===== src/rtl/ptr_xlate_pkg.sv =====
`timescale 1ns/1ps
package ptr_xlate_pkg;
    localparam int PTR_W   = 16;
    localparam int BYTE_W  = 8;
    localparam int BANK_W  = 5;
    localparam int OFF_W   = 7;
    localparam int PADDR_W = PTR_W - 1;
    localparam int LIN_W   = 12;

    localparam int          GPR_LEN    = 80;
    localparam logic [6:0]  GPR_BASE   = 7'h20;
    localparam logic [6:0]  CORE_LAST  = 7'h0B;
    localparam logic [6:0]  COMMON_LO  = 7'h70;
    localparam logic [11:0] LIN_LAST   = 12'h9FF;
    localparam logic [3:0]  NIB_BANKED = 4'h0;
    localparam logic [3:0]  NIB_LINEAR = 4'h2;

    typedef enum logic [1:0] {
        RG_NONE = 2'd0,
        RG_RAM  = 2'd1,
        RG_ZERO = 2'd2,
        RG_PROG = 2'd3
    } region_e;

    typedef struct packed {
        region_e              region;
        logic [BANK_W-1:0]    bank;
        logic [OFF_W-1:0]     off;
        logic [PADDR_W-1:0]   paddr;
    } xlate_t;

    function automatic logic is_shared(input logic [OFF_W-1:0] off);
        return (off <= CORE_LAST) || (off >= COMMON_LO);
    endfunction
endpackage


===== src/rtl/lin_map.sv =====
`timescale 1ns/1ps
module lin_map
    import ptr_xlate_pkg::*;
#(
    parameter int GPR_BANKS = 8,
    parameter int NSLOT     = 32
) (
    input  logic [LIN_W-1:0]  idx,
    output logic [BANK_W-1:0] bank,
    output logic [OFF_W-1:0]  off,
    output logic              hit
);
    localparam logic [LIN_W-1:0] LIN_SIZE = LIN_W'(GPR_BANKS * GPR_LEN);

    logic [NSLOT-1:0] ge;
    logic [LIN_W-1:0] base;

    // one threshold comparator per chunk start replaces a divider
    genvar g;
    generate
        for (g = 0; g < NSLOT; g++) begin : g_thr
            assign ge[g] = (idx >= LIN_W'(g * GPR_LEN));
        end
    endgenerate

    always_comb begin
        bank = '0;
        base = '0;
        for (int b = 0; b < NSLOT; b++) begin
            if (ge[b]) begin
                bank = BANK_W'(b);
                base = LIN_W'(b * GPR_LEN);
            end
        end
        off = GPR_BASE + OFF_W'(idx - base);
        hit = (idx < LIN_SIZE);
    end
endmodule


===== src/rtl/region_dec.sv =====
`timescale 1ns/1ps
module region_dec
    import ptr_xlate_pkg::*;
#(
    parameter int GPR_BANKS = 8
) (
    input  logic [PTR_W-1:0] ptr,
    output xlate_t           xl
);
    logic [BANK_W-1:0] lin_bank;
    logic [OFF_W-1:0]  lin_off;
    logic              lin_hit;

    lin_map #(.GPR_BANKS(GPR_BANKS), .NSLOT(1 << BANK_W)) i_lin (
        .idx  (ptr[LIN_W-1:0]),
        .bank (lin_bank),
        .off  (lin_off),
        .hit  (lin_hit)
    );

    always_comb begin
        xl        = '0;
        xl.region = RG_ZERO;
        xl.paddr  = ptr[PADDR_W-1:0];
        if (ptr[PTR_W-1]) begin
            xl.region = RG_PROG;
        end else if (ptr[PTR_W-2:LIN_W] == NIB_BANKED[2:0]) begin
            xl.region = RG_RAM;
            xl.off    = ptr[OFF_W-1:0];
            xl.bank   = is_shared(ptr[OFF_W-1:0]) ? '0 : ptr[LIN_W-1:OFF_W];
        end else if ((ptr[PTR_W-2:LIN_W] == NIB_LINEAR[2:0]) &&
                     (ptr[LIN_W-1:0] <= LIN_LAST) && lin_hit) begin
            xl.region = RG_RAM;
            xl.bank   = lin_bank;
            xl.off    = lin_off;
        end
    end
endmodule


===== src/rtl/rd_pipe.sv =====
`timescale 1ns/1ps
module rd_pipe
    import ptr_xlate_pkg::*;
(
    input  logic               clk,
    input  logic               rst,
    input  logic               accept,
    input  logic               is_write,
    input  region_e            region,
    input  logic [PADDR_W-1:0] paddr,
    input  logic [BYTE_W-1:0]  ram_rdata,
    input  logic [BYTE_W-1:0]  rom_rdata,
    output logic               rom_en,
    output logic [PADDR_W-1:0] rom_addr,
    output logic               stall,
    output logic               rd_valid,
    output logic [BYTE_W-1:0]  rdata
);
    logic               pend_q;
    logic [PADDR_W-1:0] addr_q;
    region_e            sel_q;
    logic               rd_acc;

    assign rd_acc = accept && !is_write;

    always_ff @(posedge clk) begin
        if (rst) begin
            pend_q <= 1'b0;
            addr_q <= '0;
            sel_q  <= RG_NONE;
        end else begin
            pend_q <= rd_acc && (region == RG_PROG);
            if (rd_acc && (region == RG_PROG))
                addr_q <= paddr;
            if (pend_q)
                sel_q <= RG_PROG;
            else if (rd_acc && (region != RG_PROG))
                sel_q <= region;
            else
                sel_q <= RG_NONE;
        end
    end

    assign rom_en   = pend_q;
    assign rom_addr = addr_q;
    assign stall    = pend_q;
    assign rd_valid = (sel_q != RG_NONE);

    always_comb begin
        unique case (sel_q)
            RG_RAM:  rdata = ram_rdata;
            RG_PROG: rdata = rom_rdata;
            default: rdata = '0;
        endcase
    end
endmodule


===== src/rtl/ptr_xlate.sv =====
`timescale 1ns/1ps
module ptr_xlate
    import ptr_xlate_pkg::*;
#(
    parameter int GPR_BANKS = 8
) (
    input  logic               clk,
    input  logic               rst,
    input  logic               req_valid,
    input  logic               req_write,
    input  logic [15:0]        ptr,
    input  logic [7:0]         wdata,
    output logic               stall,
    output logic               rd_valid,
    output logic [7:0]         rdata,
    output logic               ram_en,
    output logic               ram_we,
    output logic [4:0]         ram_bank,
    output logic [6:0]         ram_off,
    output logic [7:0]         ram_wdata,
    input  logic [7:0]         ram_rdata,
    output logic               rom_en,
    output logic [14:0]        rom_addr,
    input  logic [7:0]         rom_rdata
);
    xlate_t xl;
    logic   accept;

    region_dec #(.GPR_BANKS(GPR_BANKS)) i_dec (
        .ptr (ptr),
        .xl  (xl)
    );

    assign accept    = req_valid && !stall;
    assign ram_en    = accept && (xl.region == RG_RAM);
    assign ram_we    = ram_en && req_write;
    assign ram_bank  = xl.bank;
    assign ram_off   = xl.off;
    assign ram_wdata = wdata;

    rd_pipe i_pipe (
        .clk       (clk),
        .rst       (rst),
        .accept    (accept),
        .is_write  (req_write),
        .region    (xl.region),
        .paddr     (xl.paddr),
        .ram_rdata (ram_rdata),
        .rom_rdata (rom_rdata),
        .rom_en    (rom_en),
        .rom_addr  (rom_addr),
        .stall     (stall),
        .rd_valid  (rd_valid),
        .rdata     (rdata)
    );
endmodule


===== config.mk =====
export PLATFORM = sky130hd
export DESIGN_NAME = ptr_xlate
export DESIGN_NICKNAME = d
export VERILOG_FILES = /design/src/rtl/ptr_xlate_pkg.sv /design/src/rtl/lin_map.sv /design/src/rtl/region_dec.sv /design/src/rtl/rd_pipe.sv /design/src/rtl/ptr_xlate.sv
export SDC_FILE = /design/constraint.sdc
export NUM_CORES = 1
export LEC_CHECK = 0
export ABC_AREA = 1
export ABC_CLOCK_PERIOD_IN_PS = 7800
export CAP_MARGIN = 10
export CORE_ASPECT_RATIO = 1.5
export CORE_MARGIN = 2
export CORE_UTILIZATION = 42
export DETAILED_ROUTE_END_ITERATION = 6
export GPL_TIMING_DRIVEN = 0
export MAX_ROUTING_LAYER = met4
export PLACE_DENSITY = 0.8
export RECOVER_POWER = 100
export SYNTH_ARGS = -nofsm -noshare
export SYNTH_HDL_FRONTEND = slang
export SYNTH_SLANG_ARGS = --single-unit

===== constraint.sdc =====
create_clock -name clk -period 7.8 [get_ports clk]
set_input_delay 1.95 -clock clk [delete_from_list [all_inputs] [get_ports clk]]
set_output_delay 1.95 -clock clk [all_outputs]
set_load 0.005 [all_outputs]

==> results by group <==
Outcome
  • Status: completed

Setup path
  • Buf/Inv on CP: 2
  • Critical Path Most Common Cell: nand2_1
  • Critical Path Fanout Max: 6
  • CP max stage delay: 0.32 ns
  • CP endpoint kind: primary output
  • CP max-delay cell: ha_1
  • Worst EP required: roughly 6 ns
  • CP arrival: 5.29 ns
  • Type of origin of the critical path: input pin
  • Critical path class: input pin to primary output
  • Top delay family on crit path: simple AND/OR/NAND/NOR gates

Route
  • DR WL/cell: 14.6 um
  • Pre-antenna DRT Iters: 5
  • Detailed Route Iter0 Violations: 94
  • Vias per cell: 5.39
  • Post-route ant nets: 0
  • Routed wire length: 6730 um
  • Remaining DRCs: 0
  • Vias: about 2,500

Clock network
  • CTS buffer count: 3
  • Clock buffer depth: 2
  • Clk pin slew, worst setup/hold paths: roughly 0.070 ns
  • CTS Root Cell: clkbuf_8
  • CTS tree: built
  • Clk_lat worst skew: around 0.25 ns
  • Clk sinks: 18
  • H-tree lvl count: 1

Cells and area
  • Most common cell after layout, fill and taps aside: nand2_1
  • Antenna diodes: 0
  • Fillers: 437
  • Fin area: 0.00288 mm2
  • FF+latch area: 360 um2
  • Area Growth Syn to Fin: 48.0%
  • Fin nets: 467
  • Layout cell share with drive strength beyond 1: between 10% and 20%
  • Area occupied by multi-input gates: 0.00132 mm2
  • Commonest non-fill, non-tap cells in the layout: nand2_1 (73), dlygate4sd3_1 (46), nor2_1 (39), inv_1 (34), clkdlybuf4s50_1 (27)

Global route
  • Initial antenna violation count: 0
  • Overflow after GRT: 0
  • Vias in the first global route: 2,254
  • Largest net degree at the start of global routing: 11
  • GRT Overall Usage: roughly a quarter
  • First-pass GRT wire length: ~10,000 um

Floorplanning
  • # rows: 30
  • Top Ports: 92
  • Vert. Die Dim: 87.4 um
  • Core area: 0.00450 mm2
  • Die X: between 50 and 60 um
  • Die area: roughly 0.0052 mm2
  • Initial core utilization: a little over two fifths

Yosys
  • Post-Syn Area per Cell: between 5 and 6 um2
  • Synth warn: 0
  • Share of the synthesized area in the top cell type: between 15 and 20%
  • Dominant cells by area after synthesis: dfxtp_1 (19%), nand2_1 (15%), nor2_1 (7.9%)
  • Synth Instances: 326
  • Synthesized area: 0.00195 mm2
  • Number of synthesized flops with an enable pin: 0
  • Asr flop ratio synth: 0%
  • Yosys reg bits: 18
  • Prevailing post-synth register cell: dfxtp_1
  • Yosys top cell by area: dfxtp_1
  • Seq/Total Area, Yosys: ~19%
  • Yosys cell types: 37
  • Syn_nets: 380

Timing
  • Relative slew slack: 46.9%
  • Fin crit period: roughly 7.2 ns
  • Final setup vio count: 0
  • Fin. Hold Viols: 0
  • Final clock skew: slightly above 0.0007 ns
  • Worst slew pin tran: 0.790 ns
  • WHS: 0.469 ns
  • TNS Setup: 0 ns
  • Final Slew Violations: 0
  • Crit share post-route: between 90% and 100%
  • Achievable frequency: roughly 140 MHz
  • RSZ-0062 raised after global routing: no

Placement
  • Port Buf Inserts: 79
  • GP Congestion: 1.00
  • Dpl cell area: roughly 0.0028 mm2
  • Post-DP HPWL: 5590 um

Pwr
  • Peak supply drop: 0.0000501 V
  • Pwr Density: about 100 mW/mm2
  • Total power draw: 0.294 mW
  • Total leakage power: 1.43 nW

Min path
  • Worst Hold Class: flip-flop to flip-flop

Job
  • Max Cap Violations: 0
-- layout make-up --
cell class	instances	share of cell area [%]
multi-input combinational	244	45.8
inverter	44	5.73
clock buffer	4	1.91
buffer	20	4.47
sequential	18	12.5
timing repair buffer	82	27.5
tap	48	2.08
-- logic make-up after synthesis --
logic type	count (synthesis)	synth area share, %
AOI/OAI and AO/OA	74	23.3
xor gates and xnor gates	6	2.70
adders and majority gates	10	6.43
buffers and inverters	64	15.1
DFF	18	18.5
and+or+nand+nor	154	34.0
-- what timing repair did --
item / 4_1_cts / 5_1_grt
gates cloned: 0 / 0
resized for setup: 11 / 19
hold buffers: 0 / 0
endpoints found under the setup margin: 1 / 1
pin swaps: 0 / 7
setup buffers: 1 / 2
-- sequential cells by signal, indices dropped and copies added (netlist names) --
name,flops
i_pipe.sel_q,2
i_pipe.rom_addr,15
i_pipe.rom_en,1
-- worst min-delay path, delay by kind of cell, from the launching register on --
family,cells,cell delay (ns)
DFF,1,0.31
and+or+nand+nor,1,0.06
AOI/OAI and AO/OA,1,0.06
-- power breakdown --
part,internal (mW),switching [mW]
Sequential,0.0961,0.00201
Clock,0.0449,0.0309
Combinational,0.0551,0.0647
-- cell usage after synthesis (2+ instances only) --
| master | number |
|---|---|
| ha_1 | 10 |
| a21oi_2 | 2 |
| nor4_1 | 5 |
| o21ai_1 | 7 |
| nand2_2 | 3 |
| nor2_2 | 2 |
| a31oi_1 | 4 |
| inv_2 | 8 |
| nand3_1 | 20 |
| inv_1 | 33 |
| clkbuf_1 | 7 |
| nand2_1 | 76 |
| a211oi_1 | 15 |
| a21boi_1 | 3 |
| dfxtp_1 | 18 |
| xnor2_1 | 2 |
| nor3_1 | 2 |
| nor2_1 | 41 |
| buf_4 | 10 |
| a21oi_1 | 20 |
| xor2_1 | 4 |
| clkinv_1 | 3 |
| o21ai_0 | 16 |
| buf_6 | 2 |
-- metal layers --
metal | wire [um] | GRT usage [%]
met1 | 2400 | 25.6
met2 | 3480 | 48.3
met3 | 496 | 3.42
met4 | 350 | 14.9
met5 | 0 | -
-- path summary, 6_finish.rpt --
kind / startpoint / end / slack [ns] / cells past startpoint
setup / recovery: ptr[10] / ram_off[6] / 0.56 / 32
hold / removal: i_pipe.rom_addr[14] / i_pipe.rom_addr[14] / 0.47 / 2
setup reg to reg: i_pipe.rom_en / i_pipe.rom_addr[13] / 6.17 / 6
hold reg to reg: i_pipe.rom_addr[14] / i_pipe.rom_addr[14] / 0.47 / 2
-- stage by stage --
stage / worst slack (ns) / std cells / util [%]
floorplan: 1.11 / 326 / -
global placement: -0.335 / 453 / 62.1
detailed placement: -0.348 / 453 / 62.1
CTS: 0.00405 / 458 / 63.6
global route: 0.139 / 460 / 64.0
finish: 0.557 / 460 / 64.0
Note: power is estimated with default switching activity, not from simulation.
